[src/rtl/irqsel_pkg.sv]
package irqsel_pkg;
    typedef enum logic [1:0] {
        PRIV_USER  = 2'd0,
        PRIV_SUPER = 2'd1,
        PRIV_MACH  = 2'd3
    } priv_e;
endpackage

[src/rtl/irqsel_gate.sv]
module irqsel_gate
    import irqsel_pkg::*;
#(
    parameter int NUM_IRQ = 16
) (
    input  logic [NUM_IRQ-1:0] pend_i,
    input  logic [NUM_IRQ-1:0] en_i,
    input  logic [NUM_IRQ-1:0] deleg_i,
    input  logic [1:0]         priv_i,
    input  logic               m_ie_i,
    input  logic               s_ie_i,
    output logic [NUM_IRQ-1:0] live_o
);
    priv_e              lvl;
    logic               mach_tier_ok;
    logic               sup_tier_ok;
    logic [NUM_IRQ-1:0] cand;
    logic [NUM_IRQ-1:0] mach_part;
    logic [NUM_IRQ-1:0] sup_part;

    assign lvl  = priv_e'(priv_i);
    assign cand = pend_i & en_i;

    always_comb begin
        unique case (lvl)
            PRIV_USER: begin
                mach_tier_ok = 1'b1;
                sup_tier_ok  = 1'b1;
            end
            PRIV_SUPER: begin
                mach_tier_ok = 1'b1;
                sup_tier_ok  = s_ie_i;
            end
            PRIV_MACH: begin
                mach_tier_ok = m_ie_i;
                sup_tier_ok  = 1'b0;
            end
            default: begin
                mach_tier_ok = 1'b0;
                sup_tier_ok  = 1'b0;
            end
        endcase
    end

    always_comb begin
        mach_part = cand & ~deleg_i & {NUM_IRQ{mach_tier_ok}};
        sup_part  = cand &  deleg_i & {NUM_IRQ{sup_tier_ok}};
        live_o    = mach_part | sup_part;
    end

    always_comb begin

        live_subset_chk: assert ((live_o & ~(pend_i & en_i)) == '0)
            else $error("live source not pending and enabled");

        mach_blocks_deleg_chk: assert (!(priv_i == 2'd3) || ((live_o & deleg_i) == '0))
            else $error("delegated source live at machine level");

        mach_mie_low_chk: assert (!(priv_i == 2'd3 && !m_ie_i) || (live_o == '0))
            else $error("source live at machine level with machine enable low");
    end
endmodule

[src/rtl/irqsel_pick.sv]
module irqsel_pick #(
    parameter int NUM_IRQ = 16,
    parameter int IDX_W   = 4
) (
    input  logic [NUM_IRQ-1:0] vec_i,
    output logic               any_o,
    output logic [IDX_W-1:0]   idx_o
);
    logic [NUM_IRQ-1:0] lower_any;
    logic [NUM_IRQ-1:0] first_hot;

    assign lower_any[0] = 1'b0;
    genvar g;
    generate
        for (g = 1; g < NUM_IRQ; g++) begin : g_chain
            assign lower_any[g] = lower_any[g-1] | vec_i[g-1];
        end
    endgenerate

    assign first_hot = vec_i & ~lower_any;
    assign any_o     = |vec_i;

    always_comb begin
        idx_o = '0;
        for (int i = 0; i < NUM_IRQ; i++) begin
            if (first_hot[i]) idx_o = idx_o | IDX_W'(i);
        end
    end

    always_comb begin

        single_winner_chk: assert ($onehot0(first_hot))
            else $error("more than one winner");
    end
endmodule

[src/rtl/irqsel_cause.sv]
module irqsel_cause #(
    parameter int CAUSE_W = 32,
    parameter int IDX_W   = 4
) (
    input  logic               valid_i,
    input  logic [IDX_W-1:0]   idx_i,
    output logic [CAUSE_W-1:0] cause_o
);
    localparam int GAP_W = CAUSE_W - 1 - IDX_W;

    always_comb begin
        cause_o = '0;
        if (valid_i) begin
            cause_o = {1'b1, {GAP_W{1'b0}}, idx_i};
        end
    end
endmodule

[src/rtl/irqsel_top.sv]
module irqsel_top #(
    parameter int NUM_IRQ = 16,
    parameter int CAUSE_W = 32
) (
    input  logic [NUM_IRQ-1:0] pend_i,
    input  logic [NUM_IRQ-1:0] en_i,
    input  logic [NUM_IRQ-1:0] deleg_i,
    input  logic [1:0]         priv_i,
    input  logic               m_ie_i,
    input  logic               s_ie_i,
    output logic               take_o,
    output logic [CAUSE_W-1:0] cause_o
);
    localparam int IDX_W = (NUM_IRQ > 1) ? $clog2(NUM_IRQ) : 1;

    logic [NUM_IRQ-1:0] live_set;
    logic               any_live;
    logic [IDX_W-1:0]   win_idx;
    logic [NUM_IRQ-1:0] below_mask;

    irqsel_gate #(.NUM_IRQ(NUM_IRQ)) u_gate (
        .pend_i (pend_i),
        .en_i   (en_i),
        .deleg_i(deleg_i),
        .priv_i (priv_i),
        .m_ie_i (m_ie_i),
        .s_ie_i (s_ie_i),
        .live_o (live_set)
    );

    irqsel_pick #(.NUM_IRQ(NUM_IRQ), .IDX_W(IDX_W)) u_pick (
        .vec_i(live_set),
        .any_o(any_live),
        .idx_o(win_idx)
    );

    irqsel_cause #(.CAUSE_W(CAUSE_W), .IDX_W(IDX_W)) u_cause (
        .valid_i(any_live),
        .idx_i  (win_idx),
        .cause_o(cause_o)
    );

    assign take_o     = any_live;
    assign below_mask = (NUM_IRQ'(1) << win_idx) - NUM_IRQ'(1);

    always_comb begin

        winner_live_chk: assert (!take_o || live_set[win_idx])
            else $error("chosen source not live");

        nothing_lower_chk: assert (!take_o || ((live_set & below_mask) == '0))
            else $error("lower live source skipped");

        cause_flag_chk: assert (take_o == cause_o[CAUSE_W-1])
            else $error("cause top bit disagrees with take");

        idle_zero_chk: assert (take_o || (cause_o == '0))
            else $error("cause not zero when idle");
    end
endmodule

[config.mk]
export PLATFORM = sky130hd
export DESIGN_NAME = irqsel_top
export DESIGN_NICKNAME = d
export VERILOG_FILES = /design/src/rtl/irqsel_pkg.sv /design/src/rtl/irqsel_gate.sv /design/src/rtl/irqsel_pick.sv /design/src/rtl/irqsel_cause.sv /design/src/rtl/irqsel_top.sv
export SDC_FILE = /design/constraint.sdc
export NUM_CORES = 1
export LEC_CHECK = 0
export BUFFER_PORTS_ARGS = -buffer_cell sky130_fd_sc_hd__buf_2
export CORE_ASPECT_RATIO = 0.75
export CORE_UTILIZATION = 41
export DETAILED_ROUTE_END_ITERATION = 16
export GPL_ROUTABILITY_DRIVEN = 0
export PLACE_DENSITY = 0.94
export SYNTH_ARGS = -nofsm -noshare
export SYNTH_HDL_FRONTEND = slang
export SYNTH_SLANG_ARGS = --single-unit
[constraint.sdc]
create_clock -name vclk -period 2.6
set_input_delay 0.39 -clock vclk [all_inputs]
set_output_delay 0.39 -clock vclk [all_outputs]
set_load 0.05 [all_outputs]
======== Word level (Yosys, flattened, before mapping) ========
Index checks and enable logic that the tools add are counted.
word-level totals
  register bits ........................... 0
  input port bits ......................... 52
  output and inout port bits .............. 33
  word-level logic and storage cells ...... 46
operators by class
  eq/ne operators ......................... 2
  muxes and demuxes ....................... 18
  bitwise logic cells ..................... 23
  reductions and logical operators ........ 3
operator list
  kind                                                             number
  16-bit bitwise AND                                               6
  32-bit two-way mux                                               1
  4-bit two-way mux                                                8
  16-bit NOT                                                       2
  16-bit OR                                                        1
  16-bit OR reduction                                              1
  1-bit OR                                                         14
  3-bit two-way mux                                                4
  2-bit two-way mux                                                2
  1-bit case mux with 2 select lines                               2
  2-bit by 1-bit == test with 1-bit output, second input constant  1
  2-bit == test, second input constant                             1
  2-bit logical NOT                                                1
  2-bit OR reduction                                               1
  1-bit two-way mux                                                1

======== Depth between registers and ports, before layout ========
Gate-level depths: netlist (run 1).
  word-level depth ........................ 37
  depth in mapped cells ................... 8
  gate-level depth less buffers ........... 6

======== By module ========
Synthesis (run 1) repeated with hierarchy kept, for this count alone.
unflattened totals
  cells, all modules ...................... 107
  area total of the unflattened synthesis .. 691.9 um2
modules (own cells, without submodules)
  module        instances  cells an instance  area each (um2)  sequential area each (um2)
  irqsel_cause  1          33                 239.0            0.0
  irqsel_gate   1          41                 237.7            0.0
  irqsel_pick   1          33                 215.2            0.0

======== Worst setup path before layout (run 1) ========
OpenSTA, ideal clock, no wires.
  path kind ............................... input port to output port
  start ................................... input priv_i[0]
  end ..................................... output cause_o[0]
  arrival time ............................ 2.640 ns
  required time ........................... 2.210 ns
  slack ................................... -0.430 ns
  stages on the path ...................... 7
  buffers on the path ..................... 2
  cells stage by stage .................... nor2b_4 > buf_6 > or2_4 > buf_6 > a211o_1 > and3_1 > o311ai_1
between the ends
  word-level cells in the longest chain between the ends .. 23
  elaborated cells between the ends (all ways) .. 42
  those cells by class .................... eq/ne (2); mux (18); bitwise (19); reduce/logical (3)
ends and longest elaborated chain
  what                                                                                  RTL line                              RTL
  start, declared                                                                       irqsel_top.sv:8                       input logic [1:0] priv_i,
  2-bit by 1-bit == test with 1-bit output / 2-bit logical NOT (equally long branches)  irqsel_gate.sv:25                     unique case (lvl)
  2-bit OR reduction (no line)                                                          n/a
  1-bit case mux with 2 select lines                                                    irqsel_gate.sv:25
  16-bit bitwise AND                                                                    irqsel_gate.sv:46                     mach_part = cand & ~deleg_i & {NUM_IRQ{mach_tier_ok}};
  16-bit OR *                                                                           irqsel_gate.sv:48                     live_o = mach_part | sup_part;
  16-bit NOT / 1-bit OR (equally long branches)                                         irqsel_pick.sv:20, irqsel_pick.sv:16
  16-bit bitwise AND / 1-bit OR (equally long branches)                                 irqsel_pick.sv:20, irqsel_pick.sv:16
  1-bit two-way mux (tied with other cells)                                             irqsel_pick.sv:26                     if (first_hot[i]) idx_o = idx_o | IDX_W'(i);
  2-bit two-way mux (tied with other cells) (2 in series)                               irqsel_pick.sv:26
  3-bit two-way mux (tied with other cells) (4 in series)                               irqsel_pick.sv:26
  4-bit two-way mux (tied with other cells) (5 in series)                               irqsel_pick.sv:26
  4-bit two-way mux / 16-bit NOT (equally long branches)                                irqsel_pick.sv:26, irqsel_pick.sv:20
  4-bit two-way mux / 16-bit bitwise AND (equally long branches)                        irqsel_pick.sv:26, irqsel_pick.sv:20
  4-bit two-way mux                                                                     irqsel_pick.sv:26
  32-bit two-way mux *                                                                  irqsel_cause.sv:13                    if (valid_i) begin
  end, declared                                                                         irqsel_top.sv:12                      output logic [CAUSE_W-1:0] cause_o
Every way passes the cells marked *; elsewhere a longest branch is shown, timed or not.

======== Final worst setup path (run 1) ========
  start ................................... input priv_i[1]
  end ..................................... output cause_o[1]
between the ends
  word-level cells in the longest chain between the ends .. 23
  elaborated cells between the ends (all ways) .. 41
  those cells by class .................... eq/ne (2); mux (17); bitwise (19); reduce/logical (3)
ends and longest elaborated chain
  what                                                                                  RTL line                              RTL
  2-bit by 1-bit == test with 1-bit output / 2-bit logical NOT (equally long branches)  irqsel_gate.sv:25
  2-bit OR reduction (no line)                                                          n/a
  1-bit case mux with 2 select lines                                                    irqsel_gate.sv:25
  16-bit bitwise AND                                                                    irqsel_gate.sv:46
  16-bit OR *                                                                           irqsel_gate.sv:48
  1-bit OR                                                                              irqsel_pick.sv:16                     assign lower_any[g] = lower_any[g-1] | vec_i[g-1];
  16-bit NOT / 1-bit OR (equally long branches)                                         irqsel_pick.sv:20, irqsel_pick.sv:16
  16-bit bitwise AND (tied with other cells)                                            irqsel_pick.sv:20                     assign first_hot = vec_i & ~lower_any;
  (+2 left out)                                                                         n/a
  3-bit two-way mux (tied with other cells) (3 in series)                               irqsel_pick.sv:26
  3-bit two-way mux / 1-bit OR (equally long branches)                                  irqsel_pick.sv:26, irqsel_pick.sv:16
  4-bit two-way mux (tied with other cells) (3 in series)                               irqsel_pick.sv:26
  4-bit two-way mux / 1-bit OR (equally long branches)                                  irqsel_pick.sv:26, irqsel_pick.sv:16
  4-bit two-way mux (tied with other cells) (2 in series)                               irqsel_pick.sv:26
  4-bit two-way mux / 16-bit bitwise AND (equally long branches)                        irqsel_pick.sv:26, irqsel_pick.sv:20
  4-bit two-way mux                                                                     irqsel_pick.sv:26
  32-bit two-way mux *                                                                  irqsel_cause.sv:13
Marks and branches as above.

==> results of run 1 <==
==> cells by family (layout without fill, tap and decap cells) <==
kind of cell / Yosys count / after routing / synth area share
AO/OA/AOI/OAI: 45 / 45 / 0.3729
AND/OR/NAND/NOR: 49 / 49 / 0.3308
buffers and inverters: 32 / 63 / 0.2917
other: 1 / 27 / 0.004507
==> report_power, final <==
group          internal, µW  switching (µW)
logic                  97.3             222
registers                 0               0
clock network             0               0
total                  97.3             222
==> cells in the mapped netlist (all sizes together), types with 3 or more instances <==
master | count | area (µm²)
buf | 32 | 242.7
nand2 | 19 | 71.32
a21oi | 10 | 50.05
nand3b | 8 | 60.06
o21ai | 7 | 35.03
a211oi | 5 | 37.54
nor2 | 4 | 15.01
and3 | 3 | 18.77
nand2b | 3 | 18.77
nand4 | 3 | 18.77
==> critical path, cell delays in order <==
cell      delay (ps)
clkbuf_4         180
a21bo_2          290
a21oi_1          190
or3b_1           430
nand3b_1         220
a21boi_4         160
clkbuf_4         230
==> final timing paths <==
check,startpoint,end,slack [ps]
max,priv_i[1],cause_o[1],110
min,en_i[0],cause_o[0],1340
==> area by class of cell <==
class	count	area, µm²	area share
Multi-Input combinational cell	121	705.7	0.6604
Tap cell	22	27.53	0.02576
Timing Repair Buffer	63	335.3	0.3138
==> per-layer routing <==
metal  wire [µm]  vias to the layer above
met3         251                        0
met1         888                      462
met5           0                        -
met4           0                        0
met2        1036                       62
li1            -                      536
==> through the flow <==
stage               utilization  total power, µW  hold slack (ps)  instance area (µm²)
global placement         0.5742            308.5             1336                 1046
finish                   0.5865            319.1             1336                 1069
detailed placement       0.5742            310.3             1337                 1046
CTS                      0.5742            311.1             1337                 1046
floorplan                     -            271.8             1184                948.4
global route             0.5865            341.8             1367                 1069
==> what timing repair did <==
item	4_1_cts	5_1_grt
setup buffers	0	2
setup endpoints to repair	0	2
gates resized for setup	0	3
==> metrics, run 1 <==
status=finished clean; shortest period the worst path allows=2492 ps; start-to-end type of the worst setup path=in2out; relative area change from synthesis to final layout=28.42%; gate count of the mapped netlist=127; global-route track usage on met2=0.3981; Syn Std Cell Area=832.0 µm²; Final #Nets=238; Final ANT Viol Nets=0; total power divided by cell area=298.6 nW/µm²; sequential-to-total area share from yosys stat=0; area enclosed by the die boundary=2215 µm²; first-pass GRT wire length=3.215 mm; Boundary Pins=85; yosys warns=0; data required time of the critical path=2210 ps; Storage cell area=0 µm²; routed len/inst=10.56 µm; half-perimeter wire length of the detailed placement result=1.859 mm; number of buffers inserted by hold repair at cts=0; class of the tightest hold or removal check=in2out; most common library cell in the layout ignoring fill and taps=buf_2; die extent in x=54.02 µm; count of unresolved DRC violations after routing=0; final setup violation count=0; post-synthesis average cell area=6.552 µm²; final worst setup slack=107.8 ps; Max-cap violations=0; Final Max Tran Viols=0; Tcrit/Tclk final=0.9585; number of rows created at floorplan=13; Final Instance Count excl. Fillers=206; global-route met1 utilization=0.2415; via count of the first global-routing pass=796; global-route met3 utilization=0.003704; startpoint types=input pin; Layout clock buffers=0; number of detailed-route iterations in the first pass=4; Hold Fails Final Rpt=0; fraction of layout instances using a drive strength above 1=0.3750; via-per-instance ratio=5.146; maximum number of pins on one net before global-route repair=14; arrival time at the worst endpoint=2100 ps; total of buffers placed on input and output ports=58; most frequent cells in the layout=55 x buf_2, 27 x conb_1, 19 x nand2_1, 10 x a21oi_1, 8 x nand3b_1; RSZ-0062 raised after global routing=no; worst hold stages=5; upper clock frequency limit=0.4013 GHz; overall via count from detail_route=1,060; setup tns final=0 ps; global route hottest layer=met2; Routed WL=2.176 mm; fillers=183; number of unique standard cell types used by synthesis=38; leak pwr=0.0005524 µW; GRT overflow=0; Setup crit end kind=output pin; number of antenna violations at the first check in global routing=0; Antenna Diode Count=0; starting density of the core=0.4567; Starting DRT DRC Count=32; core region area=1822 µm²; setup slack after placement=64.67 ps; sequential cell count=0; IR Drop Worst-Case VDD=0.1566 mV; Chip Height=41.02 µm; GRT Util Overall=0.1938; highest net fanout along the worst path=13; dpl cells=204
No activity file was read; power rests on OpenSTA's default activity.
==> run 2: changes to the inputs <==
Settings changed: CORE_UTILIZATION 41 to 37, PLACE_DENSITY 0.94 to 0.93, SKIP_LAST_GASP from default to 1, SYNTH_HIERARCHICAL from default to 1.
==> run 2 against run 1 <==
  * Total power rose by 0.55%
  * Global-route usage fell by 2.7 points
  * Die area fell by 7.5%
  * Sequential share of layout area did not move
  * Final cell count fell by 4.9%
  * First-iteration DRC count fell by 50%
  * Count of clock-buffer cells in the layout did not move
  * Critical endpoint is now cause_o[0]
  * Largest power group unchanged
==> metrics, run 2 <==
status=finished clean; starting density of the core=0.3976 (-0.05917); routed len/inst=9.209 µm (-13%); shortest period the worst path allows=2550 ps (+58.12 ps); half-perimeter wire length of the detailed placement result=1.530 mm (-18%); Switching Share=0.6839 (-0.01123); final setup violation count=0 (unchanged); highest net fanout along the worst path=9 (-4); most frequent cell after synthesis=buf_4; Chip Height=39.45 µm (-3.8%); Final #Nets=228 (-4.2%); relative area change from synthesis to final layout=49.91%; sequential-to-total area share from yosys stat=0 (unchanged); via count of the first global-routing pass=727 (-8.7%); most area-hungry cell type in the Yosys netlist=buf_4; Setup crit end kind=output pin; IR Drop Worst-Case VDD=0.1448 mV (-7.5%); Boundary Pins=85 (unchanged); total power divided by cell area=309.3 nW/µm² (+3.6%); first-pass GRT wire length=2.649 mm (-18%); Seq pwr share=0 (unchanged); number of buffers inserted by hold repair at cts=0 (unchanged); final cell utilization of the core=0.5960 (+0.009436); Synth top cells by count=28 x buf_4, 20 x a21oi_1, 14 x nand3_1; Routed WL=1.805 mm (-17%); Post CTS Setup Buffer Count=0 (unchanged); Layout clock buffers=0 (unchanged); count of unresolved DRC violations after routing=0 (unchanged); dpl cells=196 (-3.9%); top cells by area in the synthesized netlist=buf_4 30%, a21oi_1 14%, nand3_1 10%; leak pwr=0.0005549 µW (+0.46%); final-layout worst hold slack=1538 ps (+202.2 ps); area enclosed by the die boundary=2049 µm² (-7.5%); number of unique standard cell types used by synthesis=23 (-39%); maximum number of pins on one net before global-route repair=14 (unchanged); global route hottest layer=met2; yosys warns=6 (+6); switching component of the power=219.4 µW (-1.1%); core region area=1740 µm² (-4.5%); upper clock frequency limit=0.3921 GHz (-2.3%); GRT Util Overall=0.1669 (-0.02683); total of buffers placed on input and output ports=58 (unchanged); Antenna Diode Count=0 (unchanged); overall via count from detail_route=896 (-15%); total chip power=320.8 µW (+0.55%); number of rows created at floorplan=13 (unchanged); global-route met1 utilization=0.1733 (-0.06812); class of the tightest hold or removal check=in2out; number of antenna violations at the first check in global routing=0 (unchanged); startpoint types=input pin; most common library cell in the layout ignoring fill and taps=buf_2; Final Max Tran Viols=0 (unchanged); start-to-end type of the worst setup path=in2out; share of the synthesized area in the top cell type=0.3038 (+0.05117); Min-Delay Startpoint=deleg_i[12]; Max-cap violations=0 (unchanged); Final ANT Viol Nets=0 (unchanged); Final Instance Count excl. Fillers=196 (-4.9%); internal power component=101.4 µW (+4.3%); worst hold stages=6 (+1); data required time of the critical path=2210 ps (about the same); part of the power in the clock network=0 (unchanged); global-route track usage on met2=0.3910 (-0.007123); Storage cell area=0 µm² (unchanged); fraction of layout instances using a drive strength above 1=0.5345 (+0.1595); end point of the worst hold path=cause_o[0]; global-route met3 utilization=0 (-0.003704); GRT overflow=0 (unchanged); post-synthesis average cell area=6.466 µm² (-1.3%); arrival time at the worst endpoint=2160 ps (+60 ps); Hold Fails Final Rpt=0 (unchanged); die extent in x=51.94 µm (-3.9%); gate count of the mapped netlist=107 (-16%); relative contribution of combinational cells to total power=1.000 (about the same); RSZ-0062 raised after global routing=yes; setup tns final=0 ps (unchanged); Syn Std Cell Area=691.9 µm² (-17%); Starting DRT DRC Count=16 (-50%); sequential cell count=0 (unchanged); number of detailed-route iterations in the first pass=4 (unchanged); Tcrit/Tclk final=0.9809 (+0.02235); Resized Gates After CTS=4 (+4); most frequent cells in the layout=56 x buf_2, 27 x conb_1, 14 x buf_4, 14 x nand3_1, 12 x a21oi_1; via-per-instance ratio=4.571 (-11%)
==> run 2: worst max-delay path by stage <==
stage               startpoint  slack [ps]         end
finish                  s_ie_i          50  cause_o[0]
global route            s_ie_i         -40  cause_o[0]
CTS                     s_ie_i          -8  cause_o[0]
detailed placement      s_ie_i         -30  cause_o[0]
global placement        s_ie_i          10  cause_o[0]
floorplan            priv_i[1]          80  cause_o[0]
==> run 2: area by class of cell <==
class	count	area, µm²
inverters	5	18.77
repair buffers	71	392.9
well taps	22	27.53
multi-input cells	98	598.1
fillers	187	703.2
==> run 2: cells by family after synthesis <==
group | after synthesis | share of synthesized area
compound gates | 28 | 0.2532
buf+inv | 35 | 0.3635
other cells | 1 | 0.005420
simple gates | 43 | 0.3780
==> run 2: worst max-delay path: stages <==
cell and delay [ps]:
buf_2 80, inv_1 30, a21o_2 260, buf_4 190, a21oi_2 200, nor4_2 80
and3_2 240, a221o_1 300, and2_2 180, clkbuf_4 200
==> run 2: power by group through the flow <==
stage	Combinational [µW]	Clock, µW	Sequential (µW)
after detailed placement	306	0	0
after global routing	342	0	0
after CTS	311	0	0
final	321	0	0
after floorplan	264	0	0
after global placement	303	0	0
==> run 2: per-layer routing <==
layer | vias up | share of wire
met5 | - | 0
met1 | 393 | 0.38
met4 | 0 | 0
li1 | 457 | -
met3 | 0 | 0.080
met2 | 46 | 0.53
==> run 2: stage by stage <==
stage	instance area (µm²)	setup WS (ps)
2_1_floorplan	797.0	77.69
3_3_place_gp	979.7	10.44
3_5_place_dp	979.7	-29.86
4_1_cts	993.5	-7.734
5_1_grt	1037	-36.92
6_report	1037	49.68
==> run 3: changes to the inputs <==
--- a/config.mk
+++ b/config.mk
@@ -13,3 +13,3 @@
 export PLACE_DENSITY = 0.93
-export SKIP_LAST_GASP = 1
+export SETUP_SLACK_MARGIN = 0.2
 export SYNTH_ARGS = -nofsm -noshare
==> constraint.sdc (replaced) <==
create_clock -name vclk -period 2.6
set_input_delay 0.52 -clock vclk [all_inputs]
set_output_delay 0.52 -clock vclk [all_outputs]
set_load 0.05 [all_outputs]
==> run 3 against run 2 <==
  * The flow now finishes with violations (negative setup slack)
  * Worst setup slack worse by 230 ps
  * Wire length up 68%
  * Final cell count up 8.7%
  * Total power up 44%
  * Sequential cell count unchanged
  * Critical path depth unchanged
  * Sequential share of layout area unchanged
  * Core utilization up 24 points
  * Critical endpoint is now cause_o[1]
==> metrics, run 3 (synthesis gave the netlist of run 2 again) <==
total of buffers placed on input and output ports=58 (unchanged); relative area change from synthesis to final layout=110.5%; Setup crit end kind=output pin; class of the tightest hold or removal check=in2out; sequential cell count=0 (unchanged); Boundary Pins=85 (unchanged); failing checks=negative setup slack; Storage cell area=0 µm² (unchanged); fillers=92 (-51%); Routed WL=3.035 mm (+68%); GRT Util Overall=0.2521 (+0.08514); Final Instance Count excl. Fillers=213 (+8.7%); number of detailed-route iterations in the first pass=4 (unchanged); number of buffers inserted by hold repair at cts=0 (unchanged); most common library cell in the layout ignoring fill and taps=buf_2; Final Max Tran Viols=0 (unchanged); arrival time at the worst endpoint=2270 ps (+110 ps); first-pass GRT wire length=3.829 mm (+45%); worst hold stages=6 (unchanged); half-perimeter wire length of the detailed placement result=1.826 mm (+19%); Final #Nets=245 (+7.5%); fraction of layout instances using a drive strength above 1=0.6230 (+0.08855); Antenna Diode Count=0 (unchanged); Final ANT Viol Nets=0 (unchanged); leak pwr=0.0007215 µW (+30%); RSZ-0062 raised after global routing=yes; Chip Height=39.45 µm (unchanged); routed len/inst=14.25 µm (+55%); core region area=1740 µm² (unchanged); Layout clock buffers=0 (unchanged); number of rows created at floorplan=13 (unchanged); shortest period the worst path allows=2785 ps (+234.8 ps); die extent in x=51.94 µm (unchanged); count of unresolved DRC violations after routing=0 (unchanged); startpoint types=input pin; Starting DRT DRC Count=36 (+20); total chip power=461.3 µW (+44%); most frequent cells in the layout=48 x buf_2, 27 x conb_1, 24 x buf_4, 11 x a21oi_1, 9 x nand3_1; highest net fanout along the worst path=5 (-4); total power divided by cell area=316.8 nW/µm² (+2.4%); number of antenna violations at the first check in global routing=0 (unchanged); starting density of the core=0.3976 (unchanged); maximum number of pins on one net before global-route repair=7 (-7); GRT overflow=0 (unchanged); IR Drop Worst-Case VDD=0.1966 mV (+36%); via-per-instance ratio=5.052 (+11%); data required time of the critical path=2080 ps (-130 ps); final worst setup slack=-185.1 ps (-234.8 ps); Max-cap violations=0 (unchanged); status=complete, but fails checks; Tcrit/Tclk final=1.071 (+0.09032); final setup violation count=6 (+6); start-to-end type of the worst setup path=in2out; via count of the first global-routing pass=902 (+24%); Hold Fails Final Rpt=0 (unchanged); area enclosed by the die boundary=2049 µm² (unchanged); overall via count from detail_route=1,076 (+20%); upper clock frequency limit=0.3590 GHz (-8.4%); dpl cells=203 (+3.6%)
==> run 3: cell types whose count changed in the layout (fill, tap and decap cells not counted), sizes merged <==
cell	delta
clkbuf	-1
buf	+17
a21bo	+1
inv	-1
clkinv	+1
==> run 3: repair_timing <==
action                                  in CTS  in global routing
buffers inserted                             7                  1
cloned                                       2                  0
endpoints found under the setup margin       6                  6
pin swaps                                    6                  0
resized for setup                           34                  6
==> run 3: through the flow <==
stage	worst slack [ps]	hold slack [ps]	util	area [µm²]	setup TNS [ps]
2_1_floorplan	157.0	1460	-	953.4	0
3_3_place_gp	-177.9	1828	0.6880	1197	-638.4
3_5_place_dp	-230.5	1844	0.6880	1197	-1013
4_1_cts	-81.78	1769	0.8188	1425	-272.1
5_1_grt	-223.8	1807	0.8368	1456	-884.9
6_report	-185.1	1772	0.8368	1456	-782.4
==> run 3: final cells by class <==
class,count,area (µm²),area share
Inverter,5,31.28,0.02148
Multi-Input combinational cell,99,757.0,0.5198
Tap cell,22,27.53,0.01890
Timing Repair Buffer,87,640.6,0.4399
==> run 3: critical path, stage by stage <==
cell	delay, ps
buf_8	100
a21bo_4	230
nand3_1	100
a21oi_1	60
buf_4	160
nor4_4	320
nand2_2	110
o41ai_2	310
and2_4	200
buf_8	140
==> run 3: final timing paths <==
kind                  slack [ps]         end   startpoint
worst max-delay path        -190  cause_o[1]    priv_i[0]
worst min-delay path        1770      take_o  deleg_i[14]
==> run 3: power breakdown <==
group	internal, µW	switching (µW)
logic	186	275
registers	0	0
clock network	0	0
==> run 3: metal layers <==
metal,global-route usage,share of wire,routed length [µm]
met1,0.2778,0.38,1167
met2,0.5224,0.52,1566
met3,0.007752,0.071,215
met4,0.08108,0.028,85
met5,0,0,0
